===== src/rtl/label_filter_pkg.sv =====
package label_filter_pkg;

  // Strobes passed from the control to the datapath
  typedef struct packed {
    logic tblWrite;  // store the host byte into the bitmap
    logic capture;   // register the incoming word and raise outValid
  } lfStrobe_t;

endpackage


===== src/rtl/label_filter_ctrl.sv =====
module label_filter_ctrl
  import label_filter_pkg::*;
(
  input  logic      inValid,
  input  logic      filterEn,
  input  logic      tblWrEn,
  input  logic      admitBit,
  output lfStrobe_t strobes
);

  logic passAll;

  // Bypass when filtering is off; otherwise the bitmap bit rules
  assign passAll = ~filterEn;

  always_comb begin
    strobes          = '0;
    strobes.tblWrite = tblWrEn;
    strobes.capture  = inValid & (passAll | admitBit);
  end

endmodule


===== src/rtl/label_filter_dp.sv =====
module label_filter_dp
  import label_filter_pkg::*;
#(
  parameter int WORD_W  = 32,
  parameter int LABEL_W = 8,
  parameter int SLICE_W = 8
) (
  input  logic                  clk,
  input  logic                  rst_n,
  input  lfStrobe_t             strobes,
  input  logic [WORD_W-1:0]     inWord,
  input  logic [$clog2((1<<LABEL_W)/SLICE_W)-1:0] tblAddr,
  input  logic [SLICE_W-1:0]    tblWrData,
  output logic                  admitBit,
  output logic [SLICE_W-1:0]    tblRdData,
  output logic                  outValid,
  output logic [WORD_W-1:0]     outWord
);

  localparam int ENTRIES = 1 << LABEL_W;
  localparam int SLICES  = ENTRIES / SLICE_W;
  localparam int ADDR_W  = $clog2(SLICES);
  localparam int BIT_W   = $clog2(SLICE_W);

  logic [SLICE_W-1:0] tblMem [SLICES];
  logic [LABEL_W-1:0] label;
  logic [ADDR_W-1:0]  labelSlice;
  logic [BIT_W-1:0]   labelBit;

  // Label taken from the low bits of the word
  assign label      = inWord[LABEL_W-1:0];
  assign labelSlice = label[LABEL_W-1:BIT_W];
  assign labelBit   = label[BIT_W-1:0];

  // Old contents are seen here during a same-cycle write
  assign admitBit  = tblMem[labelSlice][labelBit];
  assign tblRdData = tblMem[tblAddr];

  // Bitmap storage, cleared by reset
  always_ff @(posedge clk) begin
    if (!rst_n) begin
      for (int s = 0; s < SLICES; s++) tblMem[s] <= '0;
    end else if (strobes.tblWrite) begin
      tblMem[tblAddr] <= tblWrData;
    end
  end

  // Output register
  always_ff @(posedge clk) begin
    if (!rst_n) begin
      outValid <= 1'b0;
      outWord  <= '0;
    end else begin
      outValid <= strobes.capture;
      if (strobes.capture) outWord <= inWord;
    end
  end

  a_r6_write_lands: assert property (@(posedge clk) disable iff (!rst_n)
    strobes.tblWrite |=> tblMem[$past(tblAddr)] == $past(tblWrData))
    else $error("R6 bitmap write not stored");

  a_r1_reset_clear: assert property (@(posedge clk)
    !rst_n |=> (!outValid && tblMem[0] == '0))
    else $error("R1 reset state wrong");

endmodule


===== src/rtl/label_filter.sv =====
module label_filter
  import label_filter_pkg::*;
#(
  parameter int WORD_W  = 32,
  parameter int LABEL_W = 8,
  parameter int SLICE_W = 8
) (
  input  logic                clk,
  input  logic                rst_n,
  input  logic                filterEn,
  input  logic                inValid,
  input  logic [WORD_W-1:0]   inWord,
  input  logic                tblWrEn,
  input  logic [$clog2((1<<LABEL_W)/SLICE_W)-1:0] tblAddr,
  input  logic [SLICE_W-1:0]  tblWrData,
  output logic [SLICE_W-1:0]  tblRdData,
  output logic                outValid,
  output logic [WORD_W-1:0]   outWord
);

  lfStrobe_t strobes;
  logic      admitBit;

  label_filter_ctrl u_ctrl (
    .inValid  (inValid),
    .filterEn (filterEn),
    .tblWrEn  (tblWrEn),
    .admitBit (admitBit),
    .strobes  (strobes)
  );

  label_filter_dp #(
    .WORD_W  (WORD_W),
    .LABEL_W (LABEL_W),
    .SLICE_W (SLICE_W)
  ) u_dp (
    .clk       (clk),
    .rst_n     (rst_n),
    .strobes   (strobes),
    .inWord    (inWord),
    .tblAddr   (tblAddr),
    .tblWrData (tblWrData),
    .admitBit  (admitBit),
    .tblRdData (tblRdData),
    .outValid  (outValid),
    .outWord   (outWord)
  );

  a_r4_bypass_passes: assert property (@(posedge clk) disable iff (!rst_n)
    (inValid && !filterEn) |=> outValid)
    else $error("R4 bypassed word lost");

  a_r2_drop_silent: assert property (@(posedge clk) disable iff (!rst_n)
    (inValid && filterEn && !admitBit) |=> !outValid)
    else $error("R2 rejected word leaked");

  a_r3_accept_passes: assert property (@(posedge clk) disable iff (!rst_n)
    (inValid && filterEn && admitBit) |=> outValid)
    else $error("R3 admitted word lost");

  a_r9_no_spurious: assert property (@(posedge clk) disable iff (!rst_n)
    !inValid |=> !outValid)
    else $error("R9 strobe without input");

  a_r9_word_intact: assert property (@(posedge clk) disable iff (!rst_n)
    inValid && outValid == 1'b0 && !filterEn |=> outWord == $past(inWord))
    else $error("R9 word altered");

endmodule


===== config.mk =====
export PLATFORM = sky130hd
export DESIGN_NAME = label_filter
export DESIGN_NICKNAME = d
export VERILOG_FILES = /design/src/rtl/label_filter_pkg.sv /design/src/rtl/label_filter_ctrl.sv /design/src/rtl/label_filter_dp.sv /design/src/rtl/label_filter.sv
export SDC_FILE = /design/constraint.sdc
export NUM_CORES = 1
export LEC_CHECK = 0
export BUFFER_PORTS_ARGS = -buffer_cell sky130_fd_sc_hd__buf_2
export CORE_ASPECT_RATIO = 1.4
export CORE_MARGIN = 3
export CORE_UTILIZATION = 65
export CTS_BUF_LIST = sky130_fd_sc_hd__clkbuf_16
export DETAILED_ROUTE_END_ITERATION = 8
export GPL_TIMING_DRIVEN = 0
export PLACE_DENSITY = 0.84
export SYNTH_ARGS = -nofsm -noshare
export SYNTH_HDL_FRONTEND = slang
export SYNTH_HIERARCHICAL = 1
export SYNTH_SLANG_ARGS = --single-unit

===== constraint.sdc =====
create_clock -name clk -period 5.6 [get_ports clk]
set_input_delay 0.56 -clock clk [delete_from_list [all_inputs] [get_ports clk]]
set_output_delay 0.56 -clock clk [all_outputs]
set_load 0.05 [all_outputs]

Word-level counts from Yosys, hierarchy flattened --
Memory sizes are Yosys's and may differ from the RTL's. Index checks and enable logic that the tools add are counted. W data, S select, Z words.
Word-level totals: bits in registers 33, output and inout port bits 41, bits in writable memories 256, memories kept 1, word-level logic and storage cells 17, bits of input ports 50
Operators by class: multiplexer cells 9, bitwise logic cells 3, reductions and logical operators 1, magnitude comparators 1
Memories:
- u_dp.tblMem | words 32, width 8, rd ports 2, clocked after Yosys merged registers in 0, wr ports 32, RTL line label_filter_dp.sv:25 | logic [SLICE_W-1:0] tblMem [SLICES];
Operator list (number):
- $mux W8 | 1
- $reduce_or A8 Y1 | 1
- $mux W1 | 6
- $mux W5 | 1
- $lt A3 B4 Y1 const B | 1
- $bmux W1 S3 | 1
- $and A1 B1 Y1 | 1
- $not A1 Y1 | 1
- $or A1 B1 Y1 | 1

Longest topological paths before layout --
word-level depth 5, gate-level depth with buffers 17, depth with buffers taken out 11

Cells and area by module --
The synthesis kept the hierarchy.
By module, submodules not included:
- label_filter_dp | area each 15199.6 sq um, sequential area each 8348.0 sq um, instances 1, cells each 1092
- label_filter_ctrl | area each 18.8 sq um, sequential area each 0.0 sq um, instances 1, cells each 3

Worst setup path after synthesis --
No wires, ideal clock.
kind input to register, from input inWord[6], to register u_dp.outWord[0], data required time 5483 ps, path buffers 4, setup slack 2292 ps, arrival 3191 ps, stages on the path 15, library setup time 117 ps, cell sequence buf_2 or3b_4 buf_6 o22ai_1 nor3_1 a2111oi_1 nand3_1 o31a_1 nand3_1 inv_1 a21boi_1 clkbuf_1 clkbuf_1 mux2i_1 nor2b_1
RTL lines:
- start: declaration | RTL line label_filter.sv:12 | input logic [WORD_W-1:0] inWord,
- end signal: assignment | RTL line label_filter_dp.sv:55 | if (strobes.capture) outWord <= inWord;
- end: declaration | RTL line label_filter_dp.sv:17 | output logic [WORD_W-1:0] outWord

Worst setup path after layout --
from input tblAddr[1], to output tblRdData[3]
On the way: word-level cells in the longest chain between the ends 1
RTL lines:
- start: declaration | RTL line label_filter.sv:14 | input logic [$clog2((1<<LABEL_W)/SLICE_W)-1:0] tblAddr,
- $mem_v2 Z32 W8
- end: declaration | RTL line label_filter.sv:16 | output logic [SLICE_W-1:0] tblRdData,
No other way between the ends.

==> metrics.yaml <==
global_routing:
  first_global_vias: 10947
  grt-ovfl-total: 0
  grt_max_degree: 15
  grt_use_total: 0.421
  antenna_found_initial: 1
  grt_pass1_wl_um: 75100
floorplanning:
  ios: 91
  dieWidth_um: 135
  dieHeight_um: 187
  start_util: 0.668
  core_area_mm2: 0.0228
  dieArea_mm2: 0.0253
  fp-row-count: 65
synth:
  syn_area_mm2: 0.0152
  synth_xor_area_frac: 0
  synth_fa_ha_area_frac: 0
  synth_edf_count: 256
  ys.flop_type: "edfxtp_1"
  synth_mux_area_frac: 0.210
  synthCells: 1095
  synth.ff_latch_count: 289
  yosys.cell_types.count: 51
  syn_nets: 1145
  async_flop_share: 0
  seq_area_frac_synth: 0.549
  yosys_warnings: 6
  postSynthAreaPerCell_um2: 13.9
  synth_compound_gate_area_share: 0.0536
  synthSimpleGateAreaFrac: 0.155
  synth_top_family_by_area: "multiplexers"
power_and_ir_drop:
  p_per_area_mw_per_mm2: 303
  leakage_nw: 6.11
  irDropWorstVdd_uv: 278
routing:
  drtIter0Drc: 1927
  wl_per_cell_um: 34.3
  drtPass1Iterations: 7
  ant_nets: 0
  avgViaCountPerCell: 7.21
  drc: 0
  vias: 11095
  wl_um: 52700
clocking:
  cts_made_buffers: 28
  ctsHoldBuffers: 0
  cts_tree: "done"
  post_cts_buffers: 0
  cts_max_level: 1
  clock_latency_ns: 0.55
  clk_pin_slew_ns: 0.06
  cts_buffer_depth: 3
  clock_sinks: 289
  clockRootBuffer: "clkbuf_16"
  cts_resized: 0
sta:
  worst_pin_slew_ns: 1.50
  setup_viol: 0
  fin_setup_tns_ns: 0
  fin_crit_sh: 0.753
  max_freq_mhz: 237
  fin_worst_skew_ns: 0.0121
  finalMaxSlewViolations: 9
  rsz0062_at_grt: "false"
  finalHoldViolCount: 0
  fin_crit_ns: 4.22
  relSlewSlack: -0.00950
setup_path:
  endpoint_kind: "output port"
  worstPathBufferInverterCount: 4
  cp_cell_sequence: "buf_2 -> buf_1 -> buf_1 -> mux4_2 -> a22oi_1 -> nand4_1 -> buf_2"
  cp_max_fo: 10
  path_delay_family: "buffers and inverters"
  max_stage_delay_ns: 1.01
  critPathKind: "input pin to output port"
  cpMaxStageDelayCell: "buf_1"
  crit_arrival_ns: 3.66
  startpoint_type: "input pin"
  cp.required_ns: 5.04
cells_and_area:
  final_nets: 1265
  final_util: 0.744
  fill_cells: 1501
  syn2layout_area_growth_pct: 11.3
  final_common_cell: "and2_1"
  drive_gt1_frac: 0.210
  layout_common_cells: "258 x and2_1, 256 x edfxtp_1, 100 x buf_2"
place:
  gp_congestion: 1.04
  dp_hpwl_um: 39000
  port_buffers: 87
flow_run:
  drv_cap: 1
status:
  violations: "max-capacitance violations, max-slew violations"
  outcome: "finished with violations"
hold_path:
  hold_class: "input pin to register"
[state kept, by name, indices dropped and copies added, names as in the netlist]
signal / count
u_dp/tblMem: 256
u_dp/outValid: 1
u_dp/outWord: 32
[worst paths after layout]
path	from	cells after the start	endpoint	slack, ns
worst max-delay path	tblAddr[1]	7	tblRdData[3]	1.38
worst min-delay path	inWord[26]	3	u_dp/outWord[26]	0.27
worst max register to register	u_dp/tblMem[9][3]	13	u_dp/outWord[3]	1.94
worst min register to register	u_dp/outWord[31]	2	u_dp/outWord[31]	0.51
[report_power, final]
part | total (mW) | internal [mW] | switching, mW
Sequential | 2.53 | 2.47 | 0.0687
Clock | 1.82 | 1.02 | 0.798
Combinational | 0.771 | 0.260 | 0.511
[cells by family (layout without fill, tap and decap cells)]
| logic type | after synthesis | in the layout |
|---|---|---|
| multiplexers | 192 | 192 |
| AND/OR/NAND/NOR | 395 | 395 |
| buffers and inverters | 96 | 237 |
| AO/OA/AOI/OAI | 123 | 123 |
| flip-flops | 289 | 289 |
| other | 0 | 1 |
[metal layers]
layer | routed length [um] | global-route usage
met1 | 16800 | 0.538
met2 | 24000 | 0.649
met3 | 7320 | 0.106
met4 | 4690 | 0.263
met5 | 0 | 0
[cell type report]
| cell class | count | area [um2] | area share |
|---|---|---|---|
| well taps | 301 | 377 | 0.0222 |
| clock inverters | 22 | 155 | 0.00916 |
| clock buffers | 29 | 726 | 0.0428 |
| inverters | 3 | 11.3 | 0.000665 |
| repair buffers | 90 | 458 | 0.0270 |
| plain buffers | 93 | 489 | 0.0289 |
| flip-flops and latches | 289 | 8350 | 0.493 |
| diodes | 1 | 2.50 | 0.000148 |
| multi-input cells | 710 | 6370 | 0.376 |
[cells in the mapped netlist (3+ instances only)]
cell | count | area share
mux4_1 | 6 | 0.010
nand2_1 | 7 | 0.0017
o22ai_1 | 22 | 0.0090
buf_1 | 11 | 0.0027
buf_4 | 4 | 0.0020
o21ai_1 | 15 | 0.0049
a22o_1 | 3 | 0.0017
buf_6 | 7 | 0.0052
nor2b_1 | 38 | 0.016
nor3_1 | 6 | 0.0020
nand3b_1 | 3 | 0.0015
a2111oi_0 | 3 | 0.0017
a22oi_1 | 37 | 0.018
nor2_1 | 48 | 0.012
o21ai_0 | 20 | 0.0066
nor4_1 | 3 | 0.0012
mux4_2 | 94 | 0.14
buf_2 | 13 | 0.0043
o211ai_1 | 4 | 0.0020
a31oi_1 | 6 | 0.0025
nand3_1 | 4 | 0.0013
mux2i_1 | 92 | 0.061
dfxtp_1 | 33 | 0.043
clkbuf_1 | 54 | 0.013
nand4_1 | 10 | 0.0041
and2_1 | 258 | 0.11
a211oi_1 | 6 | 0.0030
edfxtp_1 | 256 | 0.51
[worst min-delay path, delay by kind of cell]
family / cells / cell delay, ns
and+or+nand+nor: 1 / 0.09
buffers and inverters: 1 / 0.07
muxes: 1 / 0.05
[per-stage QoR]
stage / power (mW) / instance area (um2) / instances / setup WS [ns] / hold slack (ns)
CTS: 5.11 / 16900 / 1537 / 1.49 / 0.264
floorplan: 3.02 / 15200 / 1095 / 2.29 / 0.730
global route: 5.24 / 16900 / 1537 / 1.53 / 0.286
global placement: 3.29 / 16000 / 1483 / 1.27 / 0.492
finish: 5.13 / 16900 / 1538 / 1.38 / 0.265
detailed placement: 3.32 / 16100 / 1486 / 1.26 / 0.499
Power figures use the tool's default switching activity.
